$ cat config.mk
export PLATFORM = sky130hd
export DESIGN_NAME = x80_glue
export DESIGN_NICKNAME = d
export VERILOG_FILES = /design/src/rtl/x80_glue_pkg.sv /design/src/rtl/x80_mem_decode.sv /design/src/rtl/x80_io_decode.sv /design/src/rtl/x80_ctrl_regs.sv /design/src/rtl/x80_clk_div.sv /design/src/rtl/x80_glue.sv
export SDC_FILE = /design/constraint.sdc
export NUM_CORES = 1
export LEC_CHECK = 0
export CAP_MARGIN = 20
export CORE_ASPECT_RATIO = 0.7
export CORE_MARGIN = 2
export CORE_UTILIZATION = 38
export CTS_CLUSTER_DIAMETER = 30
export DETAILED_ROUTE_END_ITERATION = 6
export HOLD_SLACK_MARGIN = 0.03
export PLACE_DENSITY = 0.85
export SETUP_SLACK_MARGIN = 0.2
export SLEW_MARGIN = 20
export SYNTH_ARGS = -nofsm -noshare
export SYNTH_HDL_FRONTEND = slang
export SYNTH_HIERARCHICAL = 1
export SYNTH_SLANG_ARGS = --single-unit
$ cat constraint.sdc
create_clock -name clk -period 4.1 [get_ports clk]
set_input_delay 0.82 -clock clk [delete_from_list [all_inputs] [get_ports clk]]
set_output_delay 0.82 -clock clk [all_outputs]
set_load 0.02 [all_outputs]
$ cat src/rtl/x80_glue_pkg.sv
package x80_glue_pkg;
  localparam int ADDR_W    = 20;
  localparam int DATA_W    = 8;
  localparam int IO_SLOTS  = 8;
  localparam int SLOT_W    = $clog2(IO_SLOTS);
  localparam logic [3:0] SLOT_HI = 4'hF;
  localparam logic [7:0] PORT_MAP  = 8'hE0;
  localparam logic [7:0] PORT_CDAT = 8'hE2;
  localparam logic [7:0] PORT_CSTA = 8'hE3;

  typedef enum logic [1:0] {
    RSEL_NONE = 2'd0,
    RSEL_MAP  = 2'd1,
    RSEL_DATA = 2'd2,
    RSEL_STAT = 2'd3
  } reg_sel_e;
endpackage

$ cat src/rtl/x80_mem_decode.sv
module x80_mem_decode
  import x80_glue_pkg::*;
#(
  parameter int AW = ADDR_W
) (
  input  logic          clk,
  input  logic          rst_n,
  input  logic [AW-1:0] addr,
  input  logic          mreq_n,
  input  logic          iorq_n,
  input  logic          map_ram,
  output logic          rom_cs_n,
  output logic          ram_lo_cs_n,
  output logic          ram_hi_cs_n
);
  localparam int HALF_BIT = AW - 1;

  logic mem_cycle;
  logic upper;

  assign mem_cycle   = !mreq_n && iorq_n;
  assign upper       = addr[HALF_BIT];
  assign ram_hi_cs_n = !(mem_cycle && upper);
  assign ram_lo_cs_n = !(mem_cycle && !upper && map_ram);
  assign rom_cs_n    = !(mem_cycle && !upper && !map_ram);

  AST_MEM_ONEHOT: assert property (@(posedge clk) disable iff (!rst_n)
    $onehot0({!rom_cs_n, !ram_lo_cs_n, !ram_hi_cs_n}));
  AST_MEM_QUIET_IO: assert property (@(posedge clk) disable iff (!rst_n)
    (!iorq_n || mreq_n) |-> (rom_cs_n && ram_lo_cs_n && ram_hi_cs_n));
endmodule

$ cat src/rtl/x80_io_decode.sv
module x80_io_decode
  import x80_glue_pkg::*;
#(
  parameter int          SLOTS = IO_SLOTS,
  parameter logic [7:0]  P_MAP = PORT_MAP,
  parameter logic [7:0]  P_DAT = PORT_CDAT,
  parameter logic [7:0]  P_STA = PORT_CSTA
) (
  input  logic             clk,
  input  logic             rst_n,
  input  logic [7:0]       port,
  input  logic             iorq_n,
  input  logic             m1_n,
  output logic [SLOTS-1:0] io_cs_n,
  output logic             io_a0,
  output reg_sel_e         rsel
);
  localparam int SW = $clog2(SLOTS);

  logic          io_cycle;
  logic          window;
  logic [SW-1:0] slot;

  assign io_cycle = !iorq_n && m1_n;
  assign window   = io_cycle && (port[7:4] == SLOT_HI);
  assign slot     = port[SW:1];
  assign io_a0    = port[0];

  for (genvar s = 0; s < SLOTS; s++) begin : g_slot
    assign io_cs_n[s] = !(window && (slot == SW'(s)));
  end

  always_comb begin
    rsel = RSEL_NONE;
    if (io_cycle) begin
      if (port == P_MAP)      rsel = RSEL_MAP;
      else if (port == P_DAT) rsel = RSEL_DATA;
      else if (port == P_STA) rsel = RSEL_STAT;
    end
  end

  AST_IO_ONEHOT: assert property (@(posedge clk) disable iff (!rst_n)
    $onehot0(~io_cs_n));
  AST_IO_NO_ACK: assert property (@(posedge clk) disable iff (!rst_n)
    (!iorq_n && !m1_n) |-> (&io_cs_n));
  AST_IO_IDLE: assert property (@(posedge clk) disable iff (!rst_n)
    iorq_n |-> (&io_cs_n));
endmodule

$ cat src/rtl/x80_ctrl_regs.sv
module x80_ctrl_regs
  import x80_glue_pkg::*;
#(
  parameter int DW = DATA_W
) (
  input  logic          clk,
  input  logic          rst_n,
  input  logic          rd_n,
  input  logic          wr_n,
  input  logic [DW-1:0] din,
  input  reg_sel_e      rsel,
  output logic          map_ram,
  output logic [DW-1:0] dout,
  output logic          dout_en,
  input  logic [DW-1:0] con_rx_data,
  input  logic          con_rx_valid,
  output logic          con_rx_ready,
  output logic [DW-1:0] con_tx_data,
  output logic          con_tx_valid,
  input  logic          con_tx_ready
);
  logic          wr_seen_q;
  logic          wr_evt;
  logic          pop_arm_q;
  logic          rx_full_q;
  logic [DW-1:0] rx_byte_q;

  assign wr_evt       = !wr_n && !wr_seen_q;
  assign con_rx_ready = !rx_full_q;

  always_ff @(posedge clk or negedge rst_n) begin
    if (!rst_n) begin
      wr_seen_q <= 1'b0;
      map_ram   <= 1'b0;
    end else begin
      wr_seen_q <= !wr_n;
      if (wr_evt && rsel == RSEL_MAP) map_ram <= din[0];
    end
  end

  always_ff @(posedge clk or negedge rst_n) begin
    if (!rst_n) begin
      con_tx_valid <= 1'b0;
      con_tx_data  <= '0;
    end else if (con_tx_valid) begin
      if (con_tx_ready) con_tx_valid <= 1'b0;
    end else if (wr_evt && rsel == RSEL_DATA) begin
      con_tx_valid <= 1'b1;
      con_tx_data  <= din;
    end
  end

  always_ff @(posedge clk or negedge rst_n) begin
    if (!rst_n) begin
      rx_full_q <= 1'b0;
      rx_byte_q <= '0;
      pop_arm_q <= 1'b0;
    end else begin
      if (!rx_full_q && con_rx_valid) begin
        rx_full_q <= 1'b1;
        rx_byte_q <= con_rx_data;
      end
      if (!rd_n && rsel == RSEL_DATA && rx_full_q) pop_arm_q <= 1'b1;
      else if (rd_n && pop_arm_q) begin
        pop_arm_q <= 1'b0;
        rx_full_q <= 1'b0;
      end
    end
  end

  always_comb begin
    dout_en = !rd_n && (rsel != RSEL_NONE);
    unique case (rsel)
      RSEL_MAP:  dout = {{(DW-1){1'b0}}, map_ram};
      RSEL_DATA: dout = rx_byte_q;
      RSEL_STAT: dout = {{(DW-2){1'b0}}, !con_tx_valid, rx_full_q};
      default:   dout = '0;
    endcase
  end

  AST_TX_HOLD: assert property (@(posedge clk) disable iff (!rst_n)
    (con_tx_valid && !con_tx_ready) |=> (con_tx_valid && $stable(con_tx_data)));
  AST_RX_HOLD: assert property (@(posedge clk) disable iff (!rst_n)
    (!con_rx_ready && rd_n && !pop_arm_q) |=> (!con_rx_ready && $stable(rx_byte_q)));
endmodule

$ cat src/rtl/x80_clk_div.sv
module x80_clk_div #(
  parameter int RATIO = 4
) (
  input  logic clk,
  input  logic rst_n,
  output logic div_clk
);
  localparam int CW = $clog2(RATIO);

  logic [CW-1:0] cnt_q;

  always_ff @(posedge clk or negedge rst_n) begin
    if (!rst_n) cnt_q <= '0;
    else        cnt_q <= cnt_q + 1'b1;
  end

  assign div_clk = cnt_q[CW-1];

  AST_DIV_HIGH_TWO: assert property (@(posedge clk) disable iff (!rst_n)
    $rose(div_clk) |=> div_clk);
  AST_DIV_LOW_TWO: assert property (@(posedge clk) disable iff (!rst_n)
    $fell(div_clk) |=> !div_clk);
endmodule

$ cat src/rtl/x80_glue.sv
module x80_glue
  import x80_glue_pkg::*;
#(
  parameter int AW    = ADDR_W,
  parameter int DW    = DATA_W,
  parameter int SLOTS = IO_SLOTS,
  parameter int RATIO = 4
) (
  input  logic             clk,
  input  logic             rst_n,
  input  logic [AW-1:0]    addr,
  input  logic             mreq_n,
  input  logic             iorq_n,
  input  logic             m1_n,
  input  logic             rd_n,
  input  logic             wr_n,
  input  logic [DW-1:0]    din,
  output logic [DW-1:0]    dout,
  output logic             dout_en,
  output logic             rom_cs_n,
  output logic             ram_lo_cs_n,
  output logic             ram_hi_cs_n,
  output logic [SLOTS-1:0] io_cs_n,
  output logic             io_a0,
  output logic             cop_clk,
  input  logic [DW-1:0]    con_rx_data,
  input  logic             con_rx_valid,
  output logic             con_rx_ready,
  output logic [DW-1:0]    con_tx_data,
  output logic             con_tx_valid,
  input  logic             con_tx_ready
);
  logic     map_ram;
  reg_sel_e rsel;

  x80_mem_decode #(.AW(AW)) u_mem (
    .clk(clk), .rst_n(rst_n), .addr(addr), .mreq_n(mreq_n), .iorq_n(iorq_n),
    .map_ram(map_ram), .rom_cs_n(rom_cs_n), .ram_lo_cs_n(ram_lo_cs_n),
    .ram_hi_cs_n(ram_hi_cs_n)
  );

  x80_io_decode #(.SLOTS(SLOTS)) u_io (
    .clk(clk), .rst_n(rst_n), .port(addr[7:0]), .iorq_n(iorq_n), .m1_n(m1_n),
    .io_cs_n(io_cs_n), .io_a0(io_a0), .rsel(rsel)
  );

  x80_ctrl_regs #(.DW(DW)) u_regs (
    .clk(clk), .rst_n(rst_n), .rd_n(rd_n), .wr_n(wr_n), .din(din), .rsel(rsel),
    .map_ram(map_ram), .dout(dout), .dout_en(dout_en),
    .con_rx_data(con_rx_data), .con_rx_valid(con_rx_valid),
    .con_rx_ready(con_rx_ready), .con_tx_data(con_tx_data),
    .con_tx_valid(con_tx_valid), .con_tx_ready(con_tx_ready)
  );

  x80_clk_div #(.RATIO(RATIO)) u_div (
    .clk(clk), .rst_n(rst_n), .div_clk(cop_clk)
  );
endmodule

# Word level (Yosys, flattened, before mapping)
# Index checks and enable logic that the tools add are counted.
[totals]
inputBits = 45
register_bits = 23
wordCells = 84
ramBits = 0
output_inout_bits = 32
latch_bits = 0
n_memories = 0
rom_bits = 0
[classes]
n_bitwise = 1
shifts = 0
multipliers = 0
n_div = 0
order_cmp = 0
reduce_logical = 47
n_eq_ne = 14
n_addsub = 1
mux = 13
[ops]
columns = ["op", "n"]
rows = [
  ["8-bit == test (second input constant)", 3],
  ["8-bit one-hot mux with 3 select lines", 1],
  ["1-bit logical AND", 23],
  ["1-bit logical NOT", 20],
  ["3-bit == test (second input constant)", 4],
  ["1-bit 2-to-1 mux", 8],
  ["2-bit 2-to-1 mux", 4],
  ["3-bit by 2-bit == test with 1-bit output (second input constant)", 2],
  ["2-bit == test (second input constant)", 2],
  ["4-bit == test (second input constant)", 1],
  ["2-bit nonzero test", 2],
  ["3-bit by 1-bit == test with 1-bit output (second input constant)", 1],
  ["3-bit logical NOT", 1],
  ["2-bit by 1-bit adder with 2-bit output (second input constant)", 1],
  ["2-bit by 1-bit == test with 1-bit output (second input constant)", 1],
  ["2-bit AND reduction", 1],
  ["1-bit inverter", 1],
]

# Logic depth before layout (Yosys ltp)
[depth]
ltp_word = 9
ltp_mapped = 6
ltp_nobuf = 5

# Cells and area by module
# Netlist, hierarchy kept.
[by_module_without_submodules]
columns = ["mod", "cells_each", "area_per_inst_um2", "n_inst"]
rows = [
  ["x80_ctrl_regs", 65, 887.1, 1],
  ["x80_io_decode", 22, 150.1, 1],
  ["x80_clk_div", 4, 62.6, 1],
  ["x80_mem_decode", 3, 28.8, 1],
]

# Worst setup path after synthesis
# No wires, ideal clock.
[synth_path]
kind = "in2out"
startpoint = "input iorq_n"
endpoint = "output dout[0]"
t_arrival_ns = 2.006
stages = 5
setup_slack_ns = 1.274
n_path_buf = 1
path_cell_list = "and4b_1 > buf_6 > and4_1 > mux2_2 > a22o_1"
[synth_between]
elab_chain_cells = 5
[synth_rtl]
columns = ["element", "line_no", "text"]
rows = [
  ["from (decl)", "x80_glue.sv:13", "input logic iorq_n,"],
  ["1-bit logical NOT *", "x80_io_decode.sv:24", "assign io_cycle = !iorq_n && m1_n;"],
  ["1-bit logical AND *", "x80_io_decode.sv:24", ""],
  ["2-bit 2-to-1 mux *", "x80_io_decode.sv:35", "if (io_cycle) begin"],
  ["named net rsel[1]", "x80_glue.sv:34", "reg_sel_e rsel;"],
  ["2-bit == test / 2-bit by 1-bit == test with 1-bit output (equally long branches)", "x80_ctrl_regs.sv:73", "unique case (rsel)"],
  ["8-bit one-hot mux with 3 select lines *", "x80_ctrl_regs.sv:73", ""],
  ["to (decl)", "x80_glue.sv:18", "output logic [DW-1:0] dout,"],
]
# The timed path passes the listed nets; every way through them passes the cells marked *.

# Final worst setup path
# Same ends and word-level chain as after synthesis.

==> reports/metrics.cfg <==
[outcome]
run_status = finished clean

[sta]
worst_slew_pin_slew_ns = 0.741
timing.clock.skew_ns = 0.00173
hold_violations = 0
post_route_fraction_of_the_period_consumed_by_the_critical_path = 0.924
rsz0062_at_grt = no
finalMaxSlewViolations = 0
final.setup.tns_ns = 0
achievable-frequency_ghz = 0.264
setup_ws_ns = 0.312
period_minus_slack_ns = 3.79
timing.max_slew.rel_slack = 0.505
final.hold.worst_slack_ns = 0.448
final-setup-viol-count = 0

[synthesis]
synth_commonest_cells = dfrtp_1, mux2_2, and2_1, inv_1, nor2_1
synth_largest_area_cell = dfrtp_1
largest_cells_by_area_after_synthesis = dfrtp_1, mux2_2, and2_1
syn-cell-area_sq_mm = 0.00113
synth.most_common_cell = dfrtp_1
synth-edff-count = 0
synth.yosys.seq_area_share = 0.510
mappedNetlistNets = 139
syn_avg_cell_area_sq_um = 12.0
ys_seq_elements = 23
async_flop_share = 1.00
postSynthCellCount = 94
yosys.area.top_type_share = 0.510
synth.lib_cells_used.distinct = 30
synth_top_flop_cell = dfrtp_1
yosysWarningCount = 6

[pwr]
static-leakage-power_nw = 0.801
irDropWorstVdd_mv = 0.225
power_per_cell_area_mw_per_mm2 = 241
total_power_uw = 445

[place]
dp.final_hpwl_um = 2310
place.port_buffers = 65
count_of_placed_standard_cells_including_taps = 192
dpl-instance-area_sq_mm = 0.00180
gp_routability_congestion = 0.759
placement.setup.worst_slack_ns = 0.193

[clock_network]
worst_skew_pair_latency_ns = 0.25
number_of_sinks_driven_by_the_clock_tree = 23
clockBufferDepth = 2
cts_tree = built
h_tree_level_count = 1
clk_pin_slew_worst_paths_ns = 0.07
hold_buffers_post_cts = 0
ctsRootBufferMaster = clkbuf_8
cts_inserted_buffers = 3

[setup_path]
crit_path_start_kind = input port
cp_data_arrival_time_ns = 2.97
endpoint_kind = output pin
worstPathRequired_ns = 3.28
worstSetupPathType = input port to output pin
critPathMaxFanout = 5

[finish]
stdcell_count = 196
synthToLayoutAreaGrowth_pct = 64.0
num-nets-final = 206
post-route-util = 0.660
finalInstanceArea_sq_mm = 0.00185
diodes = 0
n_fill_cell = 218
post_route_cells_drive_above_1_share = 0.163

[floorplanning]
rows = 16
ioPinCount = 77
die_y_um = 49.6
dieWidth_um = 69.1
floorplan.die_area_sq_mm = 0.00343
initial_utilization = 0.403
placeableCoreArea_sq_mm = 0.00280

[detailed_routing]
route.detailed.drc = 0
detail-route-antenna-nets = 0
final_routed_wirelength_across_all_metal_layers_um = 2890
drt-wirelength-per-cell_um = 14.7
detailroute.via_count = 956
detail_route.first_pass.iterations = 4
dr.first_iter.drc_count = 45
route.detailed.vias_per_inst = 4.88

[run]
max-cap-violations = 0

[global_route]
grt_max_degree = 24
grt_pass1_wl_um = 4880
globalRouteOverflowTotal = 0
grt_util_all_layers = 0.177
number_of_antenna_violations_at_the_first_check_in_global_routing = 0
grt_pass1_vias = 1030

[hold_path]
holdCritPathClass = flop to flop

-- area by class of cell --
type                       count  area [sq um]  area share
timing repair buffer          66           656       0.354
sequential                    23           576       0.311
multi-input combinational     62           510       0.276
tap                           36          45.0      0.0243
inverter                       5          18.8      0.0101
clock buffer                   4          45.0      0.0243
-- where the power goes --
group	internal [mW]	switching, mW	leakage, nW
Combinational	0.0439	0.0251	0.482
Sequential	0.238	0.00523	0.296
Clock	0.0691	0.0639	0.0228
-- flip-flops by register name (all words and copies together), names as in the netlist --
| name | cells |
|---|---|
| u_div/cnt_q | 2 |
| u_regs/con_tx_data | 8 |
| u_regs/con_tx_valid | 1 |
| u_regs/map_ram | 1 |
| u_regs/pop_arm_q | 1 |
| u_regs/rx_byte_q | 8 |
| u_regs/rx_full_q | 1 |
| u_regs/wr_seen_q | 1 |
-- metal layers --
layer,GRT usage,part of all wire,vias up
met5,0,0,-
met4,0.0327,0.0042,0
met3,0.0511,0.075,2
met2,0.301,0.50,45
met1,0.228,0.42,448
li1,-,-,461
-- cell usage in the layout, fill, tap and decap left out --
cell             netlist  layout
clkdlybuf4s50_1        0      63
dfrtp_1               23      23
mux2_2                17      17
and2_1                 9       9
inv_1                  5       5
nor2_1                 5       5
nand3_1                4       4
nand4_1                4       4
clkbuf_8               0       3
nor2b_1                3       2
a21oi_1                2       2
clkbuf_1               1       1
dlymetal6s2s_1         0       1
buf_2                  1       1
xor2_1                 1       1
and4b_1                1       1
nor2b_2                0       1
xnor2_1                1       1
and4_2                 0       1
nor3b_1                1       1
and3b_1                1       1
and4_1                 2       1
buf_4                  1       1
or4b_1                 1       1
nand3b_1               1       1
nand4bb_1              1       1
and2b_2                1       1
a22o_1                 1       1
mux2i_1                1       1
nor4b_4                1       1
a21o_1                 1       1
nand2_1                1       1
o21ai_0                1       1
nor4b_1                1       1
-- repair_timing --
item | in CTS | in global routing
resized for setup | 1 | 2
endpoints found under the setup margin | 1 | 1
buffers inserted | 0 | 0
hold endpoints to repair | 0 | 0
-- logic make-up after synthesis --
logic type,share of synthesized area
DFF,0.510
buffers and inverters,0.0410
AOI/OAI and AO/OA,0.0277
xor gates and xnor gates,0.0155
muxes,0.178
and+or+nand+nor,0.227
-- worst paths after layout --
path,cells past startpoint,start,slack (ns),to
max in group asynchronous,1,rst_n,3.25,u_regs/rx_byte_q[6]$_DFFE_PN0P_
setup reg to reg,2,u_regs/con_tx_valid$_DFF_PN0_,2.50,u_regs/con_tx_data[2]$_DFFE_PN0P_
hold / removal,1,u_regs/pop_arm_q$_DFFE_PN0P_,0.45,u_regs/rx_full_q$_DFF_PN0_
min in group asynchronous,1,rst_n,0.52,u_regs/con_tx_data[0]$_DFFE_PN0P_
setup / recovery,6,iorq_n,0.31,dout[0]
hold reg to reg,1,u_regs/pop_arm_q$_DFFE_PN0P_,0.45,u_regs/rx_full_q$_DFF_PN0_
-- critical path, stage by stage --
cell             delay [ns]
clkdlybuf4s50_1        0.45
and4b_1                0.33
and4_1                 0.29
mux2_2                 0.36
a22o_1                 0.18
clkdlybuf4s50_1        0.53
No activity file was read; power rests on OpenSTA's default activity.
